<file path="src/rtl/pmulw_pkg.sv">
package pmulw_pkg;
  typedef enum logic [1:0] {
    OPC_LO  = 2'd0,
    OPC_HIS = 2'd1,
    OPC_HIU = 2'd2,
    OPC_MAC = 2'd3
  } pmulw_op_e;

  // Operand lanes are read as signed for these codes.
  function automatic logic op_signed(pmulw_op_e op);
    return (op == OPC_HIS) || (op == OPC_MAC);
  endfunction
endpackage

</file>
<file path="src/rtl/pmulw_lane.sv">
module pmulw_lane #(
  parameter int W = 16
) (
  input  logic             clk,
  input  logic [W-1:0]     a,
  input  logic [W-1:0]     b,
  input  logic             sgn,
  output logic [2*W-1:0]   prod
);
  localparam int PW = 2 * W;

  logic signed [W:0] ea;
  logic signed [W:0] eb;
  logic [PW-1:0]     prod_c;

  // One extra bit selects signed or unsigned reading of each operand.
  assign ea     = {sgn & a[W-1], a};
  assign eb     = {sgn & b[W-1], b};
  assign prod_c = PW'(ea * eb);

  always_ff @(posedge clk) begin
    prod <= prod_c;
  end
endmodule

</file>
<file path="src/rtl/pmulw_merge.sv">
module pmulw_merge
  import pmulw_pkg::*;
#(
  parameter int LANES = 4,
  parameter int W     = 16
) (
  input  pmulw_op_e                    op,
  input  logic [LANES-1:0][2*W-1:0]    prods,
  output logic [LANES*W-1:0]           res
);
  localparam int PW    = 2 * W;
  localparam int PAIRS = LANES / 2;

  logic [LANES*W-1:0] lo_v;
  logic [LANES*W-1:0] hi_v;
  logic [LANES*W-1:0] mac_v;

  for (genvar i = 0; i < LANES; i++) begin : g_half
    assign lo_v[i*W +: W] = prods[i][W-1:0];
    assign hi_v[i*W +: W] = prods[i][PW-1:W];
  end

  // Products are already reduced modulo 2^PW, so the pair sum wraps correctly.
  for (genvar p = 0; p < PAIRS; p++) begin : g_pair
    assign mac_v[p*PW +: PW] = prods[2*p] + prods[2*p+1];
  end

  always_comb begin
    case (op)
      OPC_LO:  res = lo_v;
      OPC_HIS: res = hi_v;
      OPC_HIU: res = hi_v;
      default: res = mac_v;
    endcase
  end
endmodule

</file>
<file path="src/rtl/pmulw_pipe.sv">
module pmulw_pipe
  import pmulw_pkg::*;
#(
  parameter int LANES  = 4,
  parameter int LANE_W = 16
) (
  input  logic                      clk,
  input  logic                      rst,
  input  logic                      in_valid,
  input  logic [1:0]                in_op,
  input  logic [LANES*LANE_W-1:0]   in_a,
  input  logic [LANES*LANE_W-1:0]   in_b,
  output logic                      out_valid,
  output logic [LANES*LANE_W-1:0]   out_data
);
  localparam int DW = LANES * LANE_W;
  localparam int PW = 2 * LANE_W;

  // Stage 1: operand capture
  logic       s1_v;
  pmulw_op_e  s1_op;
  logic [DW-1:0] s1_a;
  logic [DW-1:0] s1_b;

  always_ff @(posedge clk) begin
    if (rst) s1_v <= 1'b0;
    else     s1_v <= in_valid;
    s1_op <= pmulw_op_e'(in_op);
    s1_a  <= in_a;
    s1_b  <= in_b;
  end

  // Stage 2: lane products (registered inside each lane)
  logic                      s2_v;
  pmulw_op_e                 s2_op;
  logic [LANES-1:0][PW-1:0]  s2_prod;
  logic                      s1_sgn;

  assign s1_sgn = op_signed(s1_op);

  for (genvar i = 0; i < LANES; i++) begin : g_lane
    pmulw_lane #(.W(LANE_W)) u_lane (
      .clk  (clk),
      .a    (s1_a[i*LANE_W +: LANE_W]),
      .b    (s1_b[i*LANE_W +: LANE_W]),
      .sgn  (s1_sgn),
      .prod (s2_prod[i])
    );
  end

  always_ff @(posedge clk) begin
    if (rst) s2_v <= 1'b0;
    else     s2_v <= s1_v;
    s2_op <= s1_op;
  end

  // Stage 3: half select or pair sum
  logic [DW-1:0] s2_res;

  pmulw_merge #(.LANES(LANES), .W(LANE_W)) u_merge (
    .op    (s2_op),
    .prods (s2_prod),
    .res   (s2_res)
  );

  always_ff @(posedge clk) begin
    if (rst) out_valid <= 1'b0;
    else     out_valid <= s2_v;
    out_data <= s2_res;
  end
endmodule

</file>
<file path="config.mk">
export PLATFORM = sky130hd
export DESIGN_NAME = pmulw_pipe
export DESIGN_NICKNAME = d
export VERILOG_FILES = /design/src/rtl/pmulw_pkg.sv /design/src/rtl/pmulw_lane.sv /design/src/rtl/pmulw_merge.sv /design/src/rtl/pmulw_pipe.sv
export SDC_FILE = /design/constraint.sdc
export NUM_CORES = 2
export LEC_CHECK = 0
export ABC_AREA = 1
export BUFFER_PORTS_ARGS = -buffer_cell sky130_fd_sc_hd__buf_2
export CAP_MARGIN = 20
export CORE_UTILIZATION = 34
export CTS_BUF_LIST = sky130_fd_sc_hd__clkbuf_4
export CTS_CLUSTER_SIZE = 25
export DETAILED_ROUTE_END_ITERATION = 7
export PLACE_DENSITY = 0.5
export SLEW_MARGIN = 20
export SYNTH_ARGS = -nofsm -noshare
export SYNTH_HDL_FRONTEND = slang
export SYNTH_SLANG_ARGS = --single-unit
</file>
<file path="constraint.sdc">
create_clock -name clk -period 14.1 [get_ports clk]
set_input_delay 0 -clock clk [delete_from_list [all_inputs] [get_ports clk]]
set_output_delay 0 -clock clk [all_outputs]
set_load 0.05 [all_outputs]
</file>
* Word level (Yosys, flattened, before mapping)
Cells that the tools add are included.
Storage, ports and cells: register bits after elaboration 327, output and inout bits 65
Operators by class: $add $sub $neg 2, multipliers 4, equal/unequal tests 4, multiplexer cells 1, bitwise logic cells 8, reductions and logical operators 3
Operator list (number):
- multiplier 17 x 17 -> 32 bit | 4
- one-hot mux 64 bit (2 select lines) | 1
- adder 32 bit | 2
- AND 1 bit | 8
- == test 2 x 1 -> 1 bit (second input constant) | 2
- == test 2 bit (second input constant) | 2
- logical NOT 2 bit | 1
- OR reduction 2 bit | 1
- logical OR 1 bit | 1

* Longest topological paths before layout
depth after elaboration 4, mapped depth 28, mapped depth without buffers 27

* Modules after synthesis
From an unflattened synthesis, not the netlist that was laid out.
Unflattened totals: cells, all modules 7693, area total of the unflattened synthesis 58538.6 um^2
Modules (own cells, without submodules):
- pmulw_lane (g_lane[1].u_lane ...) | times used 2, cells each 1591, area each 12209.2 um^2, sequential area each 640.6 um^2
- pmulw_lane (g_lane[0].u_lane) | times used 1, cells each 1555, area each 12145.4 um^2, sequential area each 640.6 um^2
- pmulw_lane (g_lane[3].u_lane) | times used 1, cells each 1536, area each 11996.5 um^2, sequential area each 640.6 um^2
- pmulw_merge | times used 1, cells each 1214, area each 5968.2 um^2, sequential area each 0.0 um^2
- pmulw_pipe | times used 1, cells each 206, area each 4010.1 um^2, sequential area each 3983.8 um^2

* Worst setup path before layout
Ideal clock, no wire load.
kind flip-flop to flip-flop, from register s1_op[0], to register g_lane[3].u_lane.prod[30], setup time 0.113 ns, arrival 5.555 ns, data required time 13.987 ns, setup slack 8.432 ns, stages on the path, launching flop included 21, path buffers 1, period minus slack after synthesis 5.668 ns, path through dfxtp_1 > buf_12 > nand2_1 > clkinv_1 > nand2_1 > inv_1 > fa_1 > inv_1 > fa_1 > fa_1 > fa_1 > fa_1 > fa_1 > inv_1 > ha_1 > a21oi_1 > o21ai_0 > a211oi_1 > nand3_1 > nand2_1 > nand2_1
On the way: cells in the longest elaborated chain, start to end 4, elaborated cells on any way between the ends 6, classes of those cells mul: 1; eq/ne: 2; bitwise: 2; reduce/logical: 1
Ends and longest elaborated chain:
- start, declared | line pmulw_pipe.sv:21 | pmulw_op_e s1_op;
- start signal, assigned | line pmulw_pipe.sv:28 | s1_op <= pmulw_op_e'(in_op);
- == test 2 x 1 -> 1 bit or == test 2 bit (tied branches) | line pmulw_pkg.sv:11 | return (op == OPC_HIS) || (op == OPC_MAC);
- logical OR 1 bit (*) | line pmulw_pkg.sv:11
- AND 1 bit, on equally long branches | line pmulw_lane.sv:17, pmulw_lane.sv:18
- multiplier 17 x 17 -> 32 bit (*) | line pmulw_lane.sv:19 | assign prod_c = PW'(ea * eb);
- named net g_lane[3].u_lane.prod_c[30] | line pmulw_lane.sv:14 | logic [PW-1:0] prod_c;
- end signal, assigned | line pmulw_lane.sv:22 | prod <= prod_c;
- end, declared | line pmulw_lane.sv:8 | output logic [2*W-1:0] prod
Mark *: on every way through the listed nets, which the timed path passes. The rest lies on a longest branch. A chain may end at the register's enable or synchronous reset.

* Worst setup path in the final report
from register s1_a[15], to register g_lane[0].u_lane.prod[27]
On the way: cells in the longest elaborated chain, start to end 2
Ends and longest elaborated chain:
- start, declared | line pmulw_pipe.sv:22 | logic [DW-1:0] s1_a;
- start signal, assigned | line pmulw_pipe.sv:29 | s1_a <= in_a;
- AND 1 bit | line pmulw_lane.sv:17 | assign ea = {sgn & a[W-1], a};
- multiplier 17 x 17 -> 32 bit (*) | line pmulw_lane.sv:19
- named net g_lane[0].u_lane.prod_c[27] | line pmulw_lane.sv:14
- end signal, assigned | line pmulw_lane.sv:22
- end, declared | line pmulw_lane.sv:8
Marked as above.

==> out/results.txt <==
Final WS setup = 7.49 ns
post-layout min period = 6.61 ns
Mapped Cells = 7373
Setup crit end kind = register
H-tree Lvls = 3
Pins Over Slew Limit = 0
fraction of layout cells with a size suffix above 1 = 6.38%
clk buf depth = 3
input/output buffers = 197
Seq. cell area = 6550 um2
Root Driver = clkbuf_4
Post-CTS Resized = 0
kind of critical path = reg -> reg
Place WS = 7.49 ns
Mapped Area = 57300 um2
fin crit share = 46.9%
GR Util All Layers = 21.7%
Post-DRT Antenna Nets = 0
dpl hpwl = 142000 um
RSZ-0062 raised after global routing = no
multi-input logic area = 41800 um2
cell area after placement = 60200 um2
DRC viols = 0
Post-synth EDFFs = 0
Fillers = 17400
worst hold path stage count = 3
via-per-instance ratio = 4.60
Req. time, crit path = 15.13 ns
grt total ovfl = 0
Layout Nets = 9466
Hold Path Sink = s1_b[16]$_DFF_P_
slack of the worst reg-to-reg path = 7.49 ns
ys flop type = dfxtp_1
detailed-route wire length per cell = 17.6 um
largest net degree at the start of global routing = 87
reg-to-reg endpoint = g_lane[0].u_lane.prod[27]$_DFF_P_
outcome = completed
Cell Rows = 150
Register-to-Register Path Depth = 18
vias in the first global route = 50200
Mean Syn Cell Area = 7.77 um2
chip height = 413 um
clk_lat worst skew = 1.15 ns
CTS tree = done
Startpoint Class = register
core area = 167000 um2
reg2reg start = s1_a[15]$_DFF_P_
initial antenna violation count = 16
Hold Vio Cnt, Final = 0
Async SR Flop Fraction = 0%
worst path arrival time = 7.65 ns
Worst Path Max Fanout = 19
Starting Density = 34.3%
flops & latches, synth = 327
postcts setup bufs = 0
first-pass GRT wire length = 284000 um
syn_nets = 9028
via count = 46500
Least-Margin Pin Slew = 1.12 ns
DR pass1 iterations = 5
clk slew on worst S/H paths = 0.07 ns
routability cong. = 0.898
final setup fails = 0
Die X-Extent = 413 um
Slew headroom = 25.2%
final WL = 178000 um
Synth-to-Final Area Change = 14.2%
detailed router's first-iteration violation count = 2553
post-synth cell types = 52
worst hold path class = in -> reg
total die area = 170000 um2
maximum achievable frequency = 151 MHz
Setup Skew = 0.0896 ns
hold wc startpoint = in_b[16]
setup TNS = 0 ns
CTS Buf Count = 101
cell area after layout = 65500 um2
sequential share of the synthesized area = 11.4%
# IOs = 198
Max Cap Viol = 0
Warnings, synthesis = 0
CTS sink cnt = 327
==> flip-flops by register name, indices dropped and copies added (netlist names), 2 cells and up <==
| register | flops |
|---|---|
| out_data | 64 |
| s1_b | 64 |
| g_lane.u_lane.prod | 128 |
| s1_a | 64 |
| s2_op | 2 |
| s1_op | 2 |
==> routing by layer <==
metal	vias to the layer above	track usage (%)	wire length (um)
met4	4	5.45	4300
met5	-	0	26
met1	23300	29.1	80600
met3	228	2.49	6990
met2	933	37.0	86300
li1	22100	-	-
==> cells in the final DEF (no fill, tap or decap), types with 23 or more instances in the layout <==
| cell type | instances |
|---|---|
| inv_1 | 2077 |
| nand2_1 | 1910 |
| fa_1 | 1130 |
| dlygate4sd3_1 | 396 |
| ha_1 | 390 |
| dfxtp_1 | 326 |
| nor2_1 | 278 |
| a21oi_1 | 218 |
| buf_2 | 197 |
| nand3_1 | 188 |
| clkbuf_4 | 132 |
| xor2_1 | 83 |
| o21ai_0 | 76 |
| xnor2_1 | 54 |
| nand4_1 | 43 |
| a22o_1 | 33 |
| nor3_1 | 31 |
| buf_4 | 31 |
| o21bai_1 | 27 |
| clkinv_1 | 27 |
| nand2_2 | 23 |
==> cells in the mapped netlist, drive strengths merged, types with 2 or more instances <==
cell type	instances	share of area [%]
nand3b	14	0.18
a21boi	2	0.026
clkbuf	265	1.7
xnor2	54	0.83
o21ai	87	0.77
o21bai	30	0.41
and3	4	0.044
clkinv	6	0.061
buf	24	0.22
nor4	9	0.098
a21o	13	0.17
or2	24	0.26
a22oi	19	0.25
nand3	202	1.9
nor2	292	2.0
a211oi	4	0.052
a22o	33	0.50
a21oi	223	2.0
o211ai	6	0.087
inv	2090	14
xor2	83	1.3
a31oi	2	0.022
ha	392	8.6
a221oi	5	0.076
dfxtp	327	11
fa	1130	39
nor3	40	0.43
nand4	43	0.47
nand2	1939	13
and2	5	0.055
o21a	5	0.065
==> stage by stage <==
step | util (%) | hold slack, ns | instances
2_1_floorplan | - | 0.0277 | 7373
3_3_place_gp | 36.0 | 0.102 | 9516
3_5_place_dp | 36.0 | 0.104 | 9516
4_1_cts | 39.1 | 0.0523 | 10100
5_1_grt | 39.1 | 0.108 | 10100
6_report | 39.2 | 0.203 | 10100
==> critical path, cell delays in order (launching register included) <==
cell and delay [ns]:
dfxtp_1 0.80, nand2_1 0.35, inv_1 0.27, nand2_1 0.13
inv_1 0.17, fa_1 0.46, inv_1 0.22, fa_1 0.61
inv_1 0.18, fa_1 0.46, fa_1 0.58, fa_1 0.44
fa_1 0.44, ha_1 0.38, nand2_1 0.15, nor4_1 0.48
nand3_1 0.14, nand3_1 0.13, xor2_1 0.16
==> layout make-up <==
cell class	instances	area share [%]
sequential	327	10.0
tap	2204	4.21
timing repair buffer	624	7.92
multi-input combinational	4661	63.8
antenna	10	0.0382
clock inverter	49	0.464
inverter	2096	12.0
clock buffer	132	1.51
==> worst max path at each step <==
stage	start	to	slack [ns]	cells after the start
6_report	s1_a[15]$_DFF_P_	g_lane[0].u_lane.prod[27]$_DFF_P_	7.49	18
5_1_grt	s1_a[15]$_DFF_P_	g_lane[0].u_lane.prod[27]$_DFF_P_	6.88	18
4_1_cts	s1_a[15]$_DFF_P_	g_lane[0].u_lane.prod[27]$_DFF_P_	7.44	18
3_5_place_dp	s1_a[15]$_DFF_P_	g_lane[0].u_lane.prod[27]$_DFF_P_	7.49	18
3_3_place_gp	s1_a[15]$_DFF_P_	g_lane[0].u_lane.prod[24]$_DFF_P_	7.47	20
2_1_floorplan	s1_op[0]$_DFF_P_	g_lane[3].u_lane.prod[30]$_DFF_P_	8.43	20
==> cells by family (layout without fill, tap and decap cells) <==
kind of cell / Yosys count / count (layout) / synth area share [%]
DFF: 327 / 327 / 11.4
adders and majority gates: 1522 / 1522 / 48.0
buffers and inverters: 2385 / 2901 / 15.7
AOI/OAI and AO/OA: 430 / 430 / 4.44
xor gates and xnor gates: 137 / 137 / 2.09
and+or+nand+nor: 2572 / 2572 / 18.3
other: 0 / 10 / 0
==> repair_timing <==
| action | in CTS | in global routing |
|---|---|---|
| hold buffers | 396 | 0 |
| endpoints found under the hold margin | 133 | 0 |
| endpoints found under the setup margin | 0 | 0 |
Power is left out: the tool's default activity adds up to more than one toggle a clock period on the data nets, which glitch-free logic cannot reach.
